File: config.mk
export PLATFORM = sky130hd
export DESIGN_NAME = txhold_gate
export DESIGN_NICKNAME = d
export VERILOG_FILES = /design/src/rtl/txhold_pkg.sv /design/src/rtl/txhold_window.sv /design/src/rtl/txhold_flag.sv /design/src/rtl/txhold_gate.sv
export SDC_FILE = /design/constraint.sdc
export NUM_CORES = 1
export LEC_CHECK = 0
export ABC_AREA = 1
export CORE_MARGIN = 4
export CORE_UTILIZATION = 40
export CTS_CLUSTER_DIAMETER = 120
export CTS_CLUSTER_SIZE = 16
export DETAILED_ROUTE_END_ITERATION = 7
export PLACE_DENSITY = 0.73
export SLEW_MARGIN = 20
export SYNTH_ARGS = -nofsm -noshare
export SYNTH_HDL_FRONTEND = slang
export SYNTH_HIERARCHICAL = 1
export SYNTH_SLANG_ARGS = --single-unit
File: constraint.sdc
create_clock -name clk -period 1.4 [get_ports clk]
set_input_delay 0.14 -clock clk [delete_from_list [all_inputs] [get_ports clk]]
set_output_delay 0.14 -clock clk [all_outputs]
set_load 0.005 [all_outputs]
File: src/rtl/txhold_pkg.sv
package txhold_pkg;
    typedef enum logic {
        GATE_OPEN = 1'b0,
        GATE_HELD = 1'b1
    } gate_e;
endpackage

File: src/rtl/txhold_window.sv
// Inactivity window down-counter advanced by a microsecond enable.
module txhold_window #(
    parameter int TICKS = 64,
    localparam int CNT_W = $clog2(TICKS + 1)
) (
    input  logic clk,
    input  logic rst,
    input  logic run_i,
    input  logic load_i,
    input  logic tick_i,
    output logic expire_o
);
    typedef struct packed {
        logic [CNT_W-1:0] cnt;
    } win_st_t;

    localparam logic [CNT_W-1:0] FULL = CNT_W'(TICKS);
    localparam logic [CNT_W-1:0] LAST = CNT_W'(1);

    win_st_t st_d, st_q;

    always_comb begin
        st_d = st_q;
        if (!run_i || load_i) begin
            st_d.cnt = FULL;
        end else if (tick_i) begin
            st_d.cnt = (st_q.cnt == LAST) ? FULL : st_q.cnt - LAST;
        end
    end

    assign expire_o = run_i && !load_i && tick_i && (st_q.cnt == LAST);

    always_ff @(posedge clk) begin
        if (rst) st_q <= '{cnt: FULL};
        else     st_q <= st_d;
    end
endmodule

File: src/rtl/txhold_flag.sv
// Hold-off flag: set by arm, cleared by either release path.
module txhold_flag
    import txhold_pkg::*;
(
    input  logic clk,
    input  logic rst,
    input  logic arm_i,
    input  logic hit_i,
    input  logic expire_i,
    output logic held_o
);
    typedef struct packed {
        gate_e gate;
    } flag_st_t;

    flag_st_t st_d, st_q;

    always_comb begin
        st_d = st_q;
        if (arm_i) begin
            st_d.gate = GATE_HELD;
        end else if (st_q.gate == GATE_HELD && (hit_i || expire_i)) begin
            st_d.gate = GATE_OPEN;
        end
    end

    assign held_o = (st_q.gate == GATE_HELD);

    always_ff @(posedge clk) begin
        if (rst) st_q <= '{gate: GATE_OPEN};
        else     st_q <= st_d;
    end
endmodule

File: src/rtl/txhold_gate.sv
module txhold_gate #(
    parameter int LVL_W = 5,
    parameter int TICKS = 64
) (
    input  logic             clk,
    input  logic             rst,
    input  logic             arm_i,
    input  logic             load_i,
    input  logic [LVL_W-1:0] level_i,
    input  logic [LVL_W-1:0] thresh_i,
    input  logic             tick_i,
    output logic             tx_en_o
);
    logic held;
    logic hit;
    logic run;
    logic expire;

    assign hit = (level_i >= thresh_i);
    assign run = held && (level_i != '0);

    txhold_window #(.TICKS(TICKS)) win_i (
        .clk      (clk),
        .rst      (rst),
        .run_i    (run),
        .load_i   (load_i),
        .tick_i   (tick_i),
        .expire_o (expire)
    );

    txhold_flag flag_i (
        .clk      (clk),
        .rst      (rst),
        .arm_i    (arm_i),
        .hit_i    (hit),
        .expire_i (expire),
        .held_o   (held)
    );

    assign tx_en_o = !held;
endmodule

### Yosys cells after proc, flatten, opt, wreduce, memory -nomap -nowiden

Cells that the tools add are included.

| word-level totals | value |
|---|---|
| register bits after elaboration | 8 |
| word-level logic and storage cells | 21 |
| input bits | 15 |
| output and inout port bits | 1 |

| cells by class | value |
|---|---|
| muxes and demuxes | 3 |
| add/subtract/negate cells | 1 |
| magnitude comparators | 1 |
| equal/unequal tests | 1 |
| reduce and logical (&&, ||, !) cells | 13 |

Operator list:

| operator | count |
|---|---|
| $eq 7x1->1 const B | 1 |
| $mux 7 | 1 |
| $sub 7x1->7 const B | 1 |
| $ge 5x5->1 | 1 |
| $logic_and 1x1->1 | 5 |
| $reduce_bool 5->1 | 1 |
| $logic_not 1->1 | 3 |
| $logic_or 1x1->1 | 2 |
| $mux 1 | 2 |
| $reduce_bool 2->1 | 1 |
| $reduce_or 2->1 | 1 |

### Longest topological paths before layout

Gate-level depths: netlist of the first run.

| logic depth | value |
|---|---|
| depth in word-level cells | 9 |
| depth in mapped cells | 9 |
| gate-level depth less buffers | 9 |

### By module

Netlist of the first run, hierarchy kept.

By module, submodules not included:

| module | area an instance (sq um) | cells each | instances | seq. area each (sq um) |
|---|---|---|---|---|
| txhold_window | 380.4 | 51 | 1 | 140.1 |
| txhold_gate | 158.9 | 29 | 1 | 0.0 |
| txhold_flag | 50.0 | 6 | 1 | 20.0 |

### Worst setup path before layout of the first run

No wires, ideal clock.

| path | value |
|---|---|
| path kind | reg2reg |
| start | register win_i/st_q[0] in the netlist's numbering |
| end | register win_i/st_q[4] in the netlist's numbering |
| buffers on the path | 0 |
| period minus slack after synthesis | 1.120 ns |
| stages on the path, launching flop included | 8 |
| arrival | 0.998 ns |
| slack | 0.280 ns |
| cell sequence | dfxtp_1 inv_1 ha_1 nand2_2 inv_1 nand2_1 xor2_1 nor2_1 |

| on the way | value |
|---|---|
| longest elaborated chain between the ends | 2 |
| elaborated cells on any way between the ends | 3 |
| those cells by class | add/sub (1); eq/ne (1); mux (1) |

Ends and longest elaborated chain:

| item | line | RTL |
|---|---|---|
| from (decl) | txhold_window.sv:20 | `win_st_t st_d, st_q;` |
| from (signal assigned) | txhold_window.sv:34 | `if (rst) st_q <= '{cnt: FULL};` |
| from (signal assigned) | txhold_window.sv:35 | `else st_q <= st_d;` |
| $sub 7x1->7 / $eq 7x1->1 (equally long branches) | txhold_window.sv:27 | `st_d.cnt = (st_q.cnt == LAST) ? FULL : st_q.cnt - LAST;` |
| $mux 7 * | txhold_window.sv:27 |  |

Every way passes the cells marked *; elsewhere a longest branch is shown, timed or not.
A chain may end at the register's enable or synchronous reset.

### Worst setup path in the final report of the first run

| path | value |
|---|---|
| start | register flag_i.st_q (netlist: flag_i/held_o) |
| end | output port tx_en_o |

| on the way | value |
|---|---|
| longest elaborated chain between the ends | 1 |

Ends and longest elaborated chain:

| item | line | RTL |
|---|---|---|
| from (decl) | txhold_flag.sv:16 | `flag_st_t st_d, st_q;` |
| from (signal assigned) | txhold_flag.sv:30 | `if (rst) st_q <= '{gate: GATE_OPEN};` |
| from (signal assigned) | txhold_flag.sv:31 | `else st_q <= st_d;` |
| $logic_not 1->1 | txhold_gate.sv:40 | `assign tx_en_o = !held;` |
| to (decl) | txhold_gate.sv:12 | `output logic tx_en_o` |

No other way between the ends.

==> flow_metrics.py, run 1 <==
metrics = {
    "run_status": {
        "status": "finished clean",
    },
    "power_and_ir_drop": {
        "power_frac_comb_pct": 24.5,
        "seqPwrFrac_pct": 43.8,
        "p_sw_uw": 144,
        "swShare_pct": 26.2,
        "irDropWorstVdd_mv": 0.444,
        "clock_power_share_pct": 31.8,
        "p_leak_uw": 0.000405,
        "power-per-cell-area_nw_per_um2": 699,
        "p_int_uw": 407,
    },
    "synthesis": {
        "synth_cells": 86,
        "syn_area_um2": 589,
        "ys_async_sr_fraction_pct": 0,
        "synth.distinct_cells": 21,
        "synth_edf_count": 0,
        "synth_fp_nets": 108,
        "postSynthAreaPerCell_um2": 6.85,
        "ys_seq_elements": 8,
        "ys_seq_area_share_pct": 27.2,
        "ys.warnings.count": 6,
        "netlist.area_leader.share_pct": 27.2,
        "synth-main-ff-cell": "dfxtp_1",
        "synth_area_leader_cell": "dfxtp_1",
        "synth_area_leaders": "dfxtp_1 (27%), ha_1 (15%), inv_1 (13%)",
    },
    "job": {
        "cap_violations": 0,
    },
    "global_route": {
        "overflow": 0,
        "grt_pass1_wl_um": 1950,
        "grt_max_degree": 6,
        "grt_antenna_before_repair": 0,
        "track_usage_pct": 12.9,
        "grt_pass1_vias": 501,
    },
    "route": {
        "wl_per_cell_um": 9.09,
        "viasPerCell": 4.45,
        "drc": 0,
        "num_vias": 534,
        "initialDrtViolationCount": 14,
        "wl_um": 1090,
        "dr.pass1.iters": 4,
        "ant_nets": 0,
    },
    "clocking": {
        "clock-root-buffer": "clkbuf_4",
        "clk_pin_slew_worst_paths_ps": 50,
        "clockBufferDepth": 2,
        "worstSkewPairLatency_ps": 250,
        "numCtsBuffers": 3,
        "cts_tree": "built",
        "cts_setup_buffers": 0,
        "ctsHoldBuffers": 0,
        "cts_resized": 0,
        "cts.sinks": 8,
        "h-tree-depth": 1,
    },
    "floorplan": {
        "row_count": 13,
        "coreArea_um2": 1350,
        "initial_core_util_pct": 43.7,
        "die_width_um": 46.4,
        "io_pins": 16,
        "dieArea_um2": 2150,
        "die_h_um": 46.4,
    },
    "placement": {
        "hpwl_um": 955,
        "gp_congestion": 0.713,
        "place.port_buffers": 15,
        "dp_slack_ps": -94.0,
        "placed_cell_area_um2": 766,
    },
    "sta": {
        "hold_ws_ps": 453,
        "drv_slew": 0,
        "setup_slack_ps": 137,
        "finalSetupTns_ps": 0,
        "relSlewSlack_pct": 80.5,
        "fmax_mhz": 792,
        "hold_violations": 0,
        "min_period_ps": 1260,
        "tightest_slew_ps": 293,
        "setup-violations-final": 0,
        "fin_crit_sh_pct": 90.2,
        "finClkSkew_ps": 2.16,
        "rsz0062_at_grt": "false",
    },
    "worst_setup_path": {
        "critPathMaxStageDelay_ps": 480,
        "worstPathRequired_ps": 1260,
        "critical_path_class": "reg2out",
        "worst_path_max_delay_cell": "clkdlybuf4s50_1",
        "setup.worst_path.start": "flag_i/held_o",
        "cp.arrival_ps": 1120,
        "cp_max_fo": 3,
        "path_cells": "inv_1 > clkdlybuf4s50_1",
        "rrSetupSlack_ps": 180,
        "r2r_cells": 7,
        "r2r-start": "win_i/st_q[0]",
        "endpoint": "tx_en_o",
        "crit_path_start_kind": "flip-flop",
        "rr_endpoint": "win_i/st_q[4]",
        "end_kind": "output pin",
    },
    "finish": {
        "n_antenna_cell": 0,
        "layout-drive-gt1-share_pct": 11.4,
        "nNetsFinal": 129,
        "stdcell_area_um2": 788,
        "n_fill_cell": 136,
        "area_growth_pct": 33.8,
    },
    "worst_hold_path": {
        "hold_path.class": "in2reg",
    },
}
[worst min-delay path by stage]
stage,startpoint,endpoint,slack [ps],cells after the start
floorplan,rst,flag_i/held_o,200,1
global placement,win_i/st_q[6],win_i/st_q[6],460,2
detailed placement,win_i/st_q[6],win_i/st_q[6],480,2
CTS,arm_i,flag_i/held_o,440,3
global route,rst,flag_i/held_o,460,2
finish,arm_i,flag_i/held_o,450,3
[critical path: cells and delay by family (launching register included)]
kind                   cells  cell delay [ps]
flip-flops                 1              330
buffers and inverters      2              530
[registers in the layout, summed over array words and instances, names as in the netlist]
register       cells
flag_i/held_o      1
win_i/st_q         7
[power by group through the flow]
stage / Sequential, µW / Combinational [µW] / Clock [µW]
after floorplan: 245 / 74.1 / 0
after global placement: 246 / 131 / 0
after detailed placement: 246 / 136 / 0
after CTS: 241 / 137 / 185
after global routing: 242 / 154 / 198
final: 241 / 135 / 175
[metrics by stage]
step / total power [µW] / cells / utilization, %
global placement: 377 / 117 / 56.7
CTS: 563 / 120 / 58.4
detailed placement: 382 / 117 / 56.7
floorplan: 319 / 86 / -
global route: 594 / 120 / 58.4
finish: 551 / 120 / 58.4
[layout by cell type, fill, tap and decap left out, drive strengths merged]
| cell | instances |
|---|---|
| o21ai | 3 |
| nand2 | 16 |
| nand4 | 2 |
| o21a | 1 |
| nand3 | 5 |
| inv | 21 |
| dfxtp | 8 |
| clkdlybuf4s50 | 15 |
| ha | 7 |
| nand3b | 1 |
| a21oi | 3 |
| nor3 | 1 |
| clkbuf | 3 |
| xor2 | 3 |
| nor2 | 15 |
| buf | 1 |
[synth_stat cells, types with 2 or more instances]
master / number
a21oi_1: 2
xor2_1: 3
nor2_1: 12
inv_1: 20
nand3_1: 4
nand2_1: 15
dfxtp_1: 8
ha_1: 7
nand4_1: 2
nor2_4: 2
[layout make-up]
class                      instances  area (µm²)  share of cell area (%)
clock buffer                       3        22.5                    2.86
tap                               15        18.8                    2.38
timing repair buffer              16         158                    20.0
inverter                          21        78.8                    10.0
sequential                         8         160                    20.3
multi-input combinational         57         350                    44.4
[logic make-up (layout without fill, tap and decap cells)]
kind of cell / count (synthesis) / after routing / share of synthesized area (%)
adders and majority gates: 7 / 7 / 14.9
xor gates and xnor gates: 3 / 3 / 4.46
buffers and inverters: 21 / 40 / 13.4
DFF: 8 / 8 / 27.2
and+or+nand+nor: 40 / 40 / 32.5
AOI/OAI and AO/OA: 7 / 7 / 7.64
[layer usage]
layer	track usage, %	vias to the layer above	wire [µm]
li1	-	300	-
met1	15.3	225	494
met2	21.7	9	524
met3	5.86	0	72
met4	1.70	0	0
met5	0	-	0
(Power assumes the default switching activity.)
==> inputs of run 2 (changes only) <==
--- a/config.mk
+++ b/config.mk
@@ -12,6 +12,7 @@
 export CTS_CLUSTER_SIZE = 16
 export DETAILED_ROUTE_END_ITERATION = 7
 export PLACE_DENSITY = 0.73
+export REMOVE_ABC_BUFFERS = 1
 export SLEW_MARGIN = 20
 export SYNTH_ARGS = -nofsm -noshare
 export SYNTH_HDL_FRONTEND = slang
==> results of run 2 <==
Same layout as run 1: the final DEF is identical, and so are final timing and power.
==> inputs of run 3 (changes only) <==
--- a/config.mk
+++ b/config.mk
@@ -5,13 +5,13 @@
 export SDC_FILE = /design/constraint.sdc
 export NUM_CORES = 1
 export LEC_CHECK = 0
-export ABC_AREA = 1
 export CORE_MARGIN = 4
 export CORE_UTILIZATION = 40
 export CTS_CLUSTER_DIAMETER = 120
 export CTS_CLUSTER_SIZE = 16
 export DETAILED_ROUTE_END_ITERATION = 7
-export PLACE_DENSITY = 0.73
+export GPL_ROUTABILITY_DRIVEN = 0
+export PLACE_DENSITY = 0.75
 export REMOVE_ABC_BUFFERS = 1
 export SLEW_MARGIN = 20
 export SYNTH_ARGS = -nofsm -noshare
==> run 3 against run 2 <==
The run now ends with negative setup slack left. Power is 6.1% higher. Cell count fell by 9.2%. Highest routed layer is now met4. Clock skew up 6.3 ps. Sequential power hardly changed.
==> flow_metrics.py, run 3 <==
metrics = {
    "route": {
        "dr.pass1.iters": 4,
        "viasPerCell": 5.16,
        "wl_per_cell_um": 13.9,
        "ant_nets": 0,
        "num_vias": 562,
        "drc": 0,
        "wl_um": 1520,
        "initialDrtViolationCount": 14,
    },
    "finish": {
        "layout_common_cells": "buf_4 (12), inv_1 (9), clkdlybuf4s50_1 (8), dlygate4sd2_1 (7)",
        "regMostFlops": "win_i/st_q",
        "layout-drive-gt1-share_pct": 34.7,
        "final_common_cell": "buf_4",
        "final_util_pct": 75.2,
        "n_antenna_cell": 0,
        "largest_reg_flops": 7,
        "area_growth_pct": 67.4,
        "n_fill_cell": 84,
        "nNetsFinal": 119,
    },
    "placement": {
        "hpwl_um": 933,
        "place.port_buffers": 15,
    },
    "synthesis": {
        "netlist.area_leader.share_pct": 30.0,
        "synth.most_common_cell": "inv_1",
        "ys_async_sr_fraction_pct": 0,
        "synth_fa_ha_area_share_pct": 16.4,
        "synth_edf_count": 0,
        "ys.warnings.count": 6,
        "synth_area_leaders": "dfxtp_1 (30%), ha_1 (16%), inv_1 (7.7%)",
        "synth_area_leader_cell": "dfxtp_1",
        "muxShareOfSynthArea_pct": 0,
        "synth-main-ff-cell": "dfxtp_1",
        "syn_area_um2": 533,
        "synth_cells": 64,
        "synth.distinct_cells": 26,
        "postSynthAreaPerCell_um2": 8.33,
        "synth_compound_area_share_pct": 20.4,
        "ys_seq_area_share_pct": 30.0,
        "ys_seq_elements": 8,
        "synth_top_family_by_area": "compound AO/OA/AOI/OAI gates",
        "yosys-top-cells-count": "inv_1 (11), dfxtp_1 (8), ha_1 (7), a21oi_1 (5), nor2_1 (5)",
        "yosys.area_share.xor_xnor_pct": 4.93,
        "synthSimpleGateAreaFrac_pct": 20.4,
    },
    "sta": {
        "finalSetupTns_ps": -485,
        "hold_ws_ps": 470,
        "setup_slack_ps": -101,
        "min_period_ps": 1500,
        "tightest_slew_ps": 299,
        "finClkSkew_ps": 8.51,
        "rsz0062_at_grt": "true",
        "setup-violations-final": 8,
        "fmax_mhz": 666,
        "drv_slew": 0,
        "fin_crit_sh_pct": 107,
        "hold_violations": 0,
        "relSlewSlack_pct": 79.8,
    },
    "global_route": {
        "overflow": 0,
        "grt_pass1_wl_um": 1980,
        "grt-busiest-layer": "met2",
        "use_met1_pct": 17.5,
        "grt_antenna_before_repair": 0,
        "use_met2_pct": 20.1,
        "track_usage_pct": 14.1,
        "grt_pass1_vias": 484,
        "grt_util_met3_pct": 7.72,
        "grt_max_degree": 6,
    },
    "floorplan": {
        "coreArea_um2": 1190,
        "dieArea_um2": 1980,
        "io_pins": 16,
        "die_h_um": 44.5,
        "die_width_um": 44.5,
        "row_count": 12,
        "initial_core_util_pct": 44.9,
    },
    "clocking": {
        "cts.sinks": 8,
        "h-tree-depth": 1,
        "worstSkewPairLatency_ps": 270,
        "numCtsBuffers": 3,
        "clock-root-buffer": "clkbuf_4",
        "clockBufferDepth": 2,
        "ctsHoldBuffers": 0,
        "clk_pin_slew_worst_paths_ps": 60,
        "cts_tree": "built",
    },
    "worst_setup_path": {
        "crit_path_start_kind": "input port",
        "worstPathRequired_ps": 1590,
        "cp_max_fo": 4,
        "end_kind": "flip-flop",
        "critical_path_class": "in2reg",
        "cp.arrival_ps": 1690,
    },
    "power_and_ir_drop": {
        "p_leak_uw": 0.000418,
        "irDropWorstVdd_mv": 0.508,
        "power-per-cell-area_nw_per_um2": 655,
    },
    "job": {
        "cap_violations": 0,
    },
    "worst_hold_path": {
        "hold_path.class": "in2reg",
    },
    "run_status": {
        "violations": "negative setup slack",
        "status": "complete, but fails checks",
    },
}
## run 3: per-layer routing
metal	vias to the layer above	routed length [µm]
li1	286	-
met5	-	0
met2	13	718
met1	259	671
met4	0	34
met3	4	94
## run 3: timing repair
action / 4_1_cts / 5_1_grt
resized for setup: 13 / 13
endpoints found under the setup margin: 5 / 6
pin swaps: 8 / 9
buffers inserted: 0 / 3
## run 3: final cells by class
cell class | count | area [µm²] | share of cell area, %
clock buffers | 3 | 22.5 | 2.52
inverters | 11 | 41.3 | 4.63
multi-input cells | 45 | 402 | 45.0
flip-flops and latches | 8 | 166 | 18.7
well taps | 14 | 17.5 | 1.96
repair buffers | 28 | 243 | 27.2
## run 3: critical path: stages
cell and delay (ps):
clkdlybuf4s50_1 490, buf_4 110, nor3_1 40, a21oi_1 220, nor3b_1 310, buf_4 210
o21ai_4 70, a21oi_2 110
## run 3: path summary, 6_finish.rpt
kind | start | end | slack, ps | depth (start not counted)
max | level_i[4] | win_i/st_q[4] | -100 | 8
min | rst | flag_i/held_o | 470 | 2
max reg2reg | win_i/st_q[1] | flag_i/held_o | -20 | 6
min reg2reg | win_i/st_q[1] | win_i/st_q[1] | 500 | 1
## run 3: logic make-up (layout without fill, tap and decap cells)
logic type	count (synthesis)	after routing
AOI/OAI and AO/OA	16	16
adders and majority gates	7	7
and+or+nand+nor	19	19
DFF	8	8
buffers and inverters	11	42
xor gates and xnor gates	3	3
## run 3: where the power goes
group          switching (µW)  internal, µW  leakage, µW  total, µW
clock                    84.5          98.5    0.0000138        183
sequential               4.67           233    0.0000668        238
combinational            67.9          95.4     0.000337        163
total                     157           427     0.000418        584
## run 3: metrics by stage
| stage | area [µm²] | total power (µW) | cells | worst slack [ps] |
|---|---|---|---|---|
| after floorplan | 533 | 305 | 64 | 14.9 |
| after global placement | 776 | 384 | 103 | -432 |
| after detailed placement | 776 | 385 | 103 | -474 |
| after CTS | 821 | 574 | 106 | 5.16 |
| after global routing | 892 | 628 | 109 | -87.1 |
| final | 892 | 584 | 109 | -101 |
